$ cat config.mk
export PLATFORM = sky130hd
export DESIGN_NAME = page_walker
export DESIGN_NICKNAME = d
export VERILOG_FILES = /design/src/rtl/pw_pkg.sv /design/src/rtl/pw_addr_gen.sv /design/src/rtl/pw_ctrl.sv /design/src/rtl/pw_decode.sv /design/src/rtl/page_walker.sv
export SDC_FILE = /design/constraint.sdc
export NUM_CORES = 1
export LEC_CHECK = 0
export ABC_CLOCK_PERIOD_IN_PS = 6800
export BUFFER_PORTS_ARGS = -buffer_cell sky130_fd_sc_hd__buf_2
export CORE_ASPECT_RATIO = 0.6
export CORE_MARGIN = 2
export CORE_UTILIZATION = 40
export CTS_CLUSTER_SIZE = 10
export DETAILED_ROUTE_END_ITERATION = 10
export SKIP_CTS_REPAIR_TIMING = 1
export SLEW_MARGIN = 10
export SYNTH_ARGS = -nofsm -noshare
export SYNTH_HDL_FRONTEND = slang
export SYNTH_SLANG_ARGS = --single-unit
$ cat constraint.sdc
create_clock -name clk -period 6.8 [get_ports clk]
set_clock_uncertainty 0.15 [all_clocks]
set_input_delay 1.02 -clock clk [delete_from_list [all_inputs] [get_ports clk]]
set_output_delay 1.02 -clock clk [all_outputs]
set_load 0.05 [all_outputs]
$ cat src/rtl/pw_pkg.sv
package pw_pkg;

   typedef enum logic [1:0] {
      RES_XLATE   = 2'd0,
      RES_PGFAULT = 2'd1,
      RES_BOUND   = 2'd2
   } res_code_e;

   typedef enum logic [1:0] {
      ST_IDLE  = 2'd0,
      ST_ISSUE = 2'd1,
      ST_WAIT  = 2'd2,
      ST_DONE  = 2'd3
   } walk_state_e;

   localparam int unsigned PTE_PRESENT_BIT = 0;
   localparam int unsigned PTE_DIRTY_BIT   = 1;
   localparam int unsigned PTE_REF_BIT     = 2;

endpackage

$ cat src/rtl/pw_addr_gen.sv
module pw_addr_gen #(
   parameter int unsigned VPN_W     = 20,
   parameter int unsigned PA_W      = 32,
   parameter int unsigned PTE_SHIFT = 2,
   parameter bit          BOUND_EN  = 1'b1
) (
   input  logic [VPN_W-1:0] vpn,
   input  logic [PA_W-1:0]  base,
   input  logic [VPN_W-1:0] limit,
   output logic [PA_W-1:0]  entry_addr,
   output logic             out_of_bound
);

   logic [PA_W-1:0] offset;

   assign offset     = PA_W'(vpn) << PTE_SHIFT;
   assign entry_addr = base + offset;

   generate
      if (BOUND_EN) begin : g_bound
         assign out_of_bound = (vpn > limit);
      end else begin : g_nobound
         logic unused_limit;
         assign unused_limit = ^limit;
         assign out_of_bound = 1'b0;
      end
   endgenerate

endmodule

$ cat src/rtl/pw_ctrl.sv
module pw_ctrl
   import pw_pkg::*;
(
   input  logic clk,
   input  logic rst_n,
   input  logic req_valid,
   input  logic out_of_bound,
   input  logic mem_ready,
   input  logic mem_rvalid,
   output logic req_ready,
   output logic mem_req,
   output logic res_valid,
   output logic take_walk,
   output logic take_bound,
   output logic take_entry
);

   walk_state_e state_q, state_d;

   assign req_ready  = (state_q == ST_IDLE);
   assign mem_req    = (state_q == ST_ISSUE);
   assign res_valid  = (state_q == ST_DONE);
   assign take_walk  = req_ready && req_valid && !out_of_bound;
   assign take_bound = req_ready && req_valid && out_of_bound;
   assign take_entry = (state_q == ST_WAIT) && mem_rvalid;

   always_comb begin
      state_d = state_q;
      unique case (state_q)
         ST_IDLE: begin
            if (take_bound)     state_d = ST_DONE;
            else if (take_walk) state_d = ST_ISSUE;
         end
         ST_ISSUE: if (mem_ready) state_d = ST_WAIT;
         ST_WAIT:  if (mem_rvalid) state_d = ST_DONE;
         ST_DONE:  state_d = ST_IDLE;
         default:  state_d = ST_IDLE;
      endcase
   end

   always_ff @(posedge clk or negedge rst_n) begin
      if (!rst_n) state_q <= ST_IDLE;
      else        state_q <= state_d;
   end

endmodule

$ cat src/rtl/pw_decode.sv
module pw_decode
   import pw_pkg::*;
#(
   parameter int unsigned PTE_W      = 32,
   parameter int unsigned PAGE_SHIFT = 12,
   parameter bit          SET_REF    = 1'b1,
   localparam int unsigned FRAME_W   = PTE_W - PAGE_SHIFT
) (
   input  logic [PTE_W-1:0]   entry_in,
   output res_code_e          code,
   output logic [FRAME_W-1:0] page,
   output logic [PTE_W-1:0]   entry_out
);

   logic present;

   assign present = entry_in[PTE_PRESENT_BIT];
   assign page    = entry_in[PTE_W-1:PAGE_SHIFT];
   assign code    = present ? RES_XLATE : RES_PGFAULT;

   generate
      if (SET_REF) begin : g_mark_ref
         always_comb begin
            entry_out = entry_in;
            if (present) entry_out[PTE_REF_BIT] = 1'b1;
         end
      end else begin : g_plain
         assign entry_out = entry_in;
      end
   endgenerate

endmodule

$ cat src/rtl/page_walker.sv
module page_walker
   import pw_pkg::*;
#(
   parameter int unsigned VA_W       = 32,
   parameter int unsigned PA_W       = 32,
   parameter int unsigned PAGE_SHIFT = 12,
   parameter int unsigned PTE_BYTES  = 4,
   parameter bit          BOUND_EN   = 1'b1,
   parameter bit          SET_REF    = 1'b1,
   localparam int unsigned PTE_W     = PTE_BYTES * 8,
   localparam int unsigned VPN_W     = VA_W - PAGE_SHIFT,
   localparam int unsigned FRAME_W   = PTE_W - PAGE_SHIFT,
   localparam int unsigned PTE_SHIFT = $clog2(PTE_BYTES)
) (
   input  logic               clk,
   input  logic               rst_n,
   input  logic               cfg_load,
   input  logic [PA_W-1:0]    cfg_base,
   input  logic [VPN_W-1:0]   cfg_limit,
   input  logic               req_valid,
   input  logic [VPN_W-1:0]   req_vpn,
   output logic               req_ready,
   output logic               mem_req,
   output logic [PA_W-1:0]    mem_addr,
   input  logic               mem_ready,
   input  logic               mem_rvalid,
   input  logic [PTE_W-1:0]   mem_rdata,
   output logic               res_valid,
   output logic [1:0]         res_code,
   output logic [FRAME_W-1:0] res_page,
   output logic [PTE_W-1:0]   res_entry
);

   generate
      if (PTE_BYTES != (1 << PTE_SHIFT)) begin : g_bad_pte
         $error("PTE_BYTES must be a power of two");
      end
      if (VA_W <= PAGE_SHIFT) begin : g_bad_va
         $error("VA_W must exceed PAGE_SHIFT");
      end
      if (PTE_W <= PAGE_SHIFT || PAGE_SHIFT <= PTE_REF_BIT) begin : g_bad_fmt
         $error("entry must hold flag bits and a page field");
      end
   endgenerate

   logic [PA_W-1:0]    base_q;
   logic [VPN_W-1:0]   limit_q;
   logic [PA_W-1:0]    addr_q;
   logic [PA_W-1:0]    entry_addr;
   logic               out_of_bound;
   logic               take_walk, take_bound, take_entry;
   res_code_e          dec_code, code_q;
   logic [FRAME_W-1:0] dec_page, page_q;
   logic [PTE_W-1:0]   dec_entry, entry_q;

   pw_addr_gen #(
      .VPN_W(VPN_W), .PA_W(PA_W), .PTE_SHIFT(PTE_SHIFT), .BOUND_EN(BOUND_EN)
   ) u_addr (
      .vpn(req_vpn), .base(base_q), .limit(limit_q),
      .entry_addr(entry_addr), .out_of_bound(out_of_bound)
   );

   pw_ctrl u_ctrl (
      .clk(clk), .rst_n(rst_n), .req_valid(req_valid),
      .out_of_bound(out_of_bound), .mem_ready(mem_ready),
      .mem_rvalid(mem_rvalid), .req_ready(req_ready), .mem_req(mem_req),
      .res_valid(res_valid), .take_walk(take_walk),
      .take_bound(take_bound), .take_entry(take_entry)
   );

   pw_decode #(
      .PTE_W(PTE_W), .PAGE_SHIFT(PAGE_SHIFT), .SET_REF(SET_REF)
   ) u_dec (
      .entry_in(mem_rdata), .code(dec_code), .page(dec_page),
      .entry_out(dec_entry)
   );

   always_ff @(posedge clk or negedge rst_n) begin
      if (!rst_n) begin
         base_q  <= '0;
         limit_q <= '0;
      end else if (cfg_load) begin
         base_q  <= cfg_base;
         limit_q <= cfg_limit;
      end
   end

   always_ff @(posedge clk or negedge rst_n) begin
      if (!rst_n)         addr_q <= '0;
      else if (take_walk) addr_q <= entry_addr;
   end

   always_ff @(posedge clk or negedge rst_n) begin
      if (!rst_n) begin
         code_q  <= RES_XLATE;
         page_q  <= '0;
         entry_q <= '0;
      end else if (take_bound) begin
         code_q  <= RES_BOUND;
         page_q  <= '0;
         entry_q <= '0;
      end else if (take_entry) begin
         code_q  <= dec_code;
         page_q  <= dec_page;
         entry_q <= dec_entry;
      end
   end

   assign mem_addr  = addr_q;
   assign res_code  = code_q;
   assign res_page  = page_q;
   assign res_entry = entry_q;

endmodule

Yosys cells after proc, flatten, opt, wreduce, memory -nomap -nowiden
Cells that the tools add are included.
{"block": "word_totals", "reg_bits": 140, "input_bits": 110, "output_inout_bits": 89, "word_cells": 36}
{"block": "op_classes", "n_addsub": 1, "magnitude_cmp": 1, "eq_ne": 6, "mux": 13, "n_reduce_logical": 8}
{"operator": "2-to-1 mux 32 bit", "n": 2}
{"operator": "2-to-1 mux 20 bit", "n": 2}
{"operator": "adder 32 x 22 -> 32 bit", "n": 1}
{"operator": "greater-than comparator 20 bit", "n": 1}
{"operator": "2-to-1 mux 2 bit", "n": 6}
{"operator": "one-hot mux 2 bit (4 select lines)", "n": 1}
{"operator": "equality test 2 bit (second input constant)", "n": 2}
{"operator": "logical AND 1 bit", "n": 4}
{"operator": "!= test 3 bit (second input constant)", "n": 1}
{"operator": "AND reduction 3 bit", "n": 1}
{"operator": "equality test 2 x 1 -> 1 bit (second input constant)", "n": 1}
{"operator": "zero test 2 bit", "n": 1}
{"operator": "2-to-1 mux 1 bit", "n": 2}
{"operator": "!= test 2 x 1 -> 1 bit (second input constant)", "n": 1}
{"operator": "!= test 2 bit (second input constant)", "n": 1}
{"operator": "nonzero test 2 bit", "n": 1}
{"operator": "zero test 1 bit", "n": 1}

Depth between registers and ports, before layout
{"block": "logic_depth", "word_depth": 6, "mapped_depth": 11, "ltp_nobuf": 9}

By module
Synthesis repeated with hierarchy kept, for this count alone.
{"block": "unflattened", "hier_cells": 706, "area_unflattened_um2": 8202.9}
{"mod": "page_walker", "n_inst": 1, "cells_per_inst": 352, "area_each_um2": 5661.7, "seq_area_each_um2": 3453.3}
{"mod": "pw_addr_gen", "n_inst": 1, "cells_per_inst": 277, "area_each_um2": 1934.4, "seq_area_each_um2": 0.0}
{"mod": "pw_decode", "n_inst": 1, "cells_per_inst": 55, "area_each_um2": 404.1, "seq_area_each_um2": 0.0}
{"mod": "pw_ctrl", "n_inst": 1, "cells_per_inst": 22, "area_each_um2": 202.7, "seq_area_each_um2": 50.0}

Worst setup path after synthesis
No wires, ideal clock.
{"block": "synth_timing", "path_type": "input-to-reg", "from": "in req_vpn[0]", "to": "reg addr_q[12] (netlist: mem_addr[12])", "setup_time_ps": 65, "arrival_time_ps": 3066, "required_ps": 6585, "setup_slack_ps": 3519, "path_stages": 9, "cell_sequence": "ha_1 > fa_1 > a211oi_1 > o21bai_1 > a21oi_1 > o21bai_1 > or4b_1 > a31oi_1 > a21o_1"}
{"block": "synth_via", "elab_chain_cells": 3, "word_cells_on_any_way": 4, "cone_classes": "add/sub (1); order compare (1); reduce/logical (2)"}
{"item": "start: declaration", "line_no": "page_walker.sv:21", "rtl": "input logic [VPN_W-1:0] req_vpn,"}
{"item": "parallel branches: the longest is 3 deep, another holds adder 32 x 22 -> 32 bit"}
{"item": "end signal: assignment", "line_no": "page_walker.sv:90", "rtl": "else if (take_walk) addr_q <= entry_addr;"}
{"item": "end: declaration", "line_no": "page_walker.sv:48", "rtl": "logic [PA_W-1:0] addr_q;"}
Parallel ways; which one is timed is not known.
A chain may end at the register's enable or synchronous reset.

Worst setup path in the final report
{"block": "layout_timing", "from": "in req_vpn[18]", "to": "reg addr_q[23] (netlist: mem_addr[23])"}
The elaborated chain is that of the path after synthesis.

==> flow_summary.ini <==
[outcome]
status = finished clean

[critical_path]
crit_path_max_incr_delay_ps = 670
reg2reg_depth = 9
end_kind = flip-flop
r2r-end = mem_addr[23]$_DFFE_PN0P_
worstSetupPathType = in2reg
critPathMaxFanout = 58
crit_arrival_ps = 3730
crit_path_start_kind = primary input
cp.required_ps = 6950
rrSetupSlack_ps = 3490
critical_path.cell_chain = buf_2, ha_1, and4_1, nand4_1, nor4_2, o311ai_1, or2_2, a31o_1, o32a_1
crit_slowest_cell = or2_2
cp_top_family = simple AND/OR/NAND/NOR gates
cp.depth = 9
worst-path-buf-inv = 1
r2r-start = limit_q[18]$_DFFE_PN0P_

[power]
p_leak_uw = 0.00409
seq_power_share_pct = 28.4
power_uw = 3720
power_frac_clock_pct = 26.0
vdd_drop_max_mv = 0.249
comb_power_share_pct = 45.6
p_per_area_nw_per_um2 = 453
internal_power_uw = 1950
swShare_pct = 47.6
switchingPower_uw = 1770

[finish]
fin_nets = 1005
final_util_pct = 50.8
drive_above_1_share_pct = 32.1
nFillCells = 1523
insertedDiodeCount = 0
multi_input_comb_area_um2 = 3160
syn_to_final_growth_pct = 24.6
ff_latch_area_um2 = 3000

[sta]
fmax_mhz = 279
slew_headroom_pct = 21.8
min_period_ps = 3580
setup_viol = 0
drv_slew = 0
grt_setup_unrepaired = no
hold_violations = 0
final_min_period_over_clock_period_pct = 52.7
tns_ps = 0
hold_ws_ps = 325
worst_slack_ps = 3220
worst_slew_pin_slew_ps = 1170

[placement]
portBuffers = 198
post-dp-hpwl_mm = 13.3
dp_slack_ps = 2790
gp_congestion = 0.798

[route]
drt-pass1-iter-count = 5
antenna_left = 0
wirelength_mm = 17.8
drtIter0Drc = 366
wire_per_inst_um = 16.6
via_per_inst = 5.10
vias = 5467
drc_errors = 0

[cts]
clkTransAtPathRegs_ps = 60
cts_buffers = 17
clock_latency_ps = 420
cts_tree = done
htreeDepth = 4
cts_root_buf = clkbuf_16
clk_path_buf_depth = 2
cts_sinks = 120

[worst_hold_path]
hold_start = base_q[0]$_DFFE_PN0P_
hp-class = reg2reg
hold_depth = 2
hold_end = mem_addr[0]$_DFFE_PN0P_

[global_route]
antenna_found_initial = 2
grt_remaining_overflow = 0
track_usage_pct = 20.3
grt_max_degree = 76
grt_pass1_wl_mm = 27.2
grt_pass1_vias = 4833

[yosys]
post_synth.cell_area_avg_um2 = 9.68
synth-edff-count = 0
ys_ff_latch = 120
async_flop_share_pct = 100
syn_nets = 836
synth_ff_type = dfrtp_1
seq_area_frac_synth_pct = 45.5
synth_cell_type_count = 67
syn_inst = 681
yosys_warnings = 0
syn_area_um2 = 6590

[floorplanning]
die_h_um = 103
chipWidth_um = 170
initial_utilization_pct = 40.8
dieArea_um2 = 17600
placementRows = 36
fp.coreArea_um2 = 16200
pin_count = 199

[job]
cap_violations = 0
[sequential cells by signal, indices dropped and copies added (netlist names)]
register and count:
res_code 2, res_page 20, u_ctrl.state_q 2, base_q 32, mem_addr 32, limit_q 20
res_entry 12
[worst min-delay path, stage by stage, from the launching register on]
cell     delay [ps]
dfrtp_1         350
nand2_1          50
nand2_1          50
[power groups by stage]
stage | logic (uW) | clock network [uW] | registers [uW]
2_1_floorplan | 763 | 0 | 1650
4_1_cts | 1710 | 985 | 1060
6_report | 1700 | 966 | 1060
5_1_grt | 1820 | 1010 | 1090
3_5_place_dp | 1700 | 0 | 1070
3_3_place_gp | 1700 | 0 | 1060
[cell families after synthesis]
group                    synth area share [%]
AO/OA/AOI/OAI                            18.3
XOR/XNOR                                 1.86
adder cells (fa/ha/maj)                  8.65
buffers and inverters                    6.57
flip-flops                               45.5
multiplexers                             5.96
AND/OR/NAND/NOR                          13.1
[cell type report]
class / instances / area share [%]
Inverter: 37 / 1.69
Clock inverter: 12 / 1.98
Tap cell: 209 / 3.18
Clock buffer: 20 / 5.68
Multi-Input combinational cell: 472 / 38.4
Timing Repair Buffer: 202 / 12.5
Sequential cell: 120 / 36.6
[cell usage in the layout (no fill, tap or decap), drive strengths merged, types with 5 or more instances in the layout]
master / n
a211o: 5
a21o: 14
a21oi: 53
a31oi: 9
buf: 202
clkbuf: 20
dfrtp: 120
ha: 44
inv: 41
mux2: 34
nand2: 124
nand3: 14
nand4: 6
nor2: 23
o211ai: 7
o21ai: 52
o31ai: 6
xor2: 10
[metrics by stage]
step           instances  area (um^2)
3_3_place_gp        1040         7580
3_5_place_dp        1040         7580
6_report            1072         8210
5_1_grt             1072         8210
4_1_cts             1072         8210
2_1_floorplan        681         6590
[routing by layer]
metal	global-route usage [%]	wire length [um]	part of all wire, %	vias up
met5	0	27	0.15	-
met4	5.92	172	0.97	4
met3	4.53	883	5.0	17
met2	25.5	6750	38	143
met1	33.5	9910	56	2580
li1	-	-	-	2723
[cells in the mapped netlist (3+ instances only)]
master    instances  area share, %
ha_1             44            8.4
mux2_2           33            5.6
xnor2_1           4           0.53
clkbuf_1         19            1.1
a21oi_1          52            3.9
inv_1            37            2.1
a21o_1           14            1.6
a31oi_1           9           0.85
o31ai_1           6           0.68
buf_4            21            2.4
nand2_1         124            7.1
o21ai_1          19            1.4
a211o_1           5           0.66
nor3_1            3           0.23
and4_1            3           0.40
a32oi_1           4           0.53
nand3_1          14            1.1
nand4_1           6           0.57
dfrtp_1         120             46
xor2_1           10            1.3
o211ai_1          6           0.68
and3_1            4           0.38
a211oi_1          4           0.46
buf_2            10           0.76
o21ai_0          32            2.4
o21bai_1          3           0.34
nor2_1           23            1.3
[worst max path at each step]
| stage | slack [ps] | from | to |
|---|---|---|---|
| 3_3_place_gp | 2840 | req_vpn[18] | mem_addr[23]$_DFFE_PN0P_ |
| 3_5_place_dp | 2790 | req_vpn[18] | mem_addr[23]$_DFFE_PN0P_ |
| 4_1_cts | 3240 | req_vpn[18] | mem_addr[23]$_DFFE_PN0P_ |
| 6_report | 3220 | req_vpn[18] | mem_addr[23]$_DFFE_PN0P_ |
| 5_1_grt | 2990 | req_vpn[18] | mem_addr[29]$_DFFE_PN0P_ |
| 2_1_floorplan | 3520 | req_vpn[0] | mem_addr[12]$_DFFE_PN0P_ |
Power figures use the tool's default switching activity.
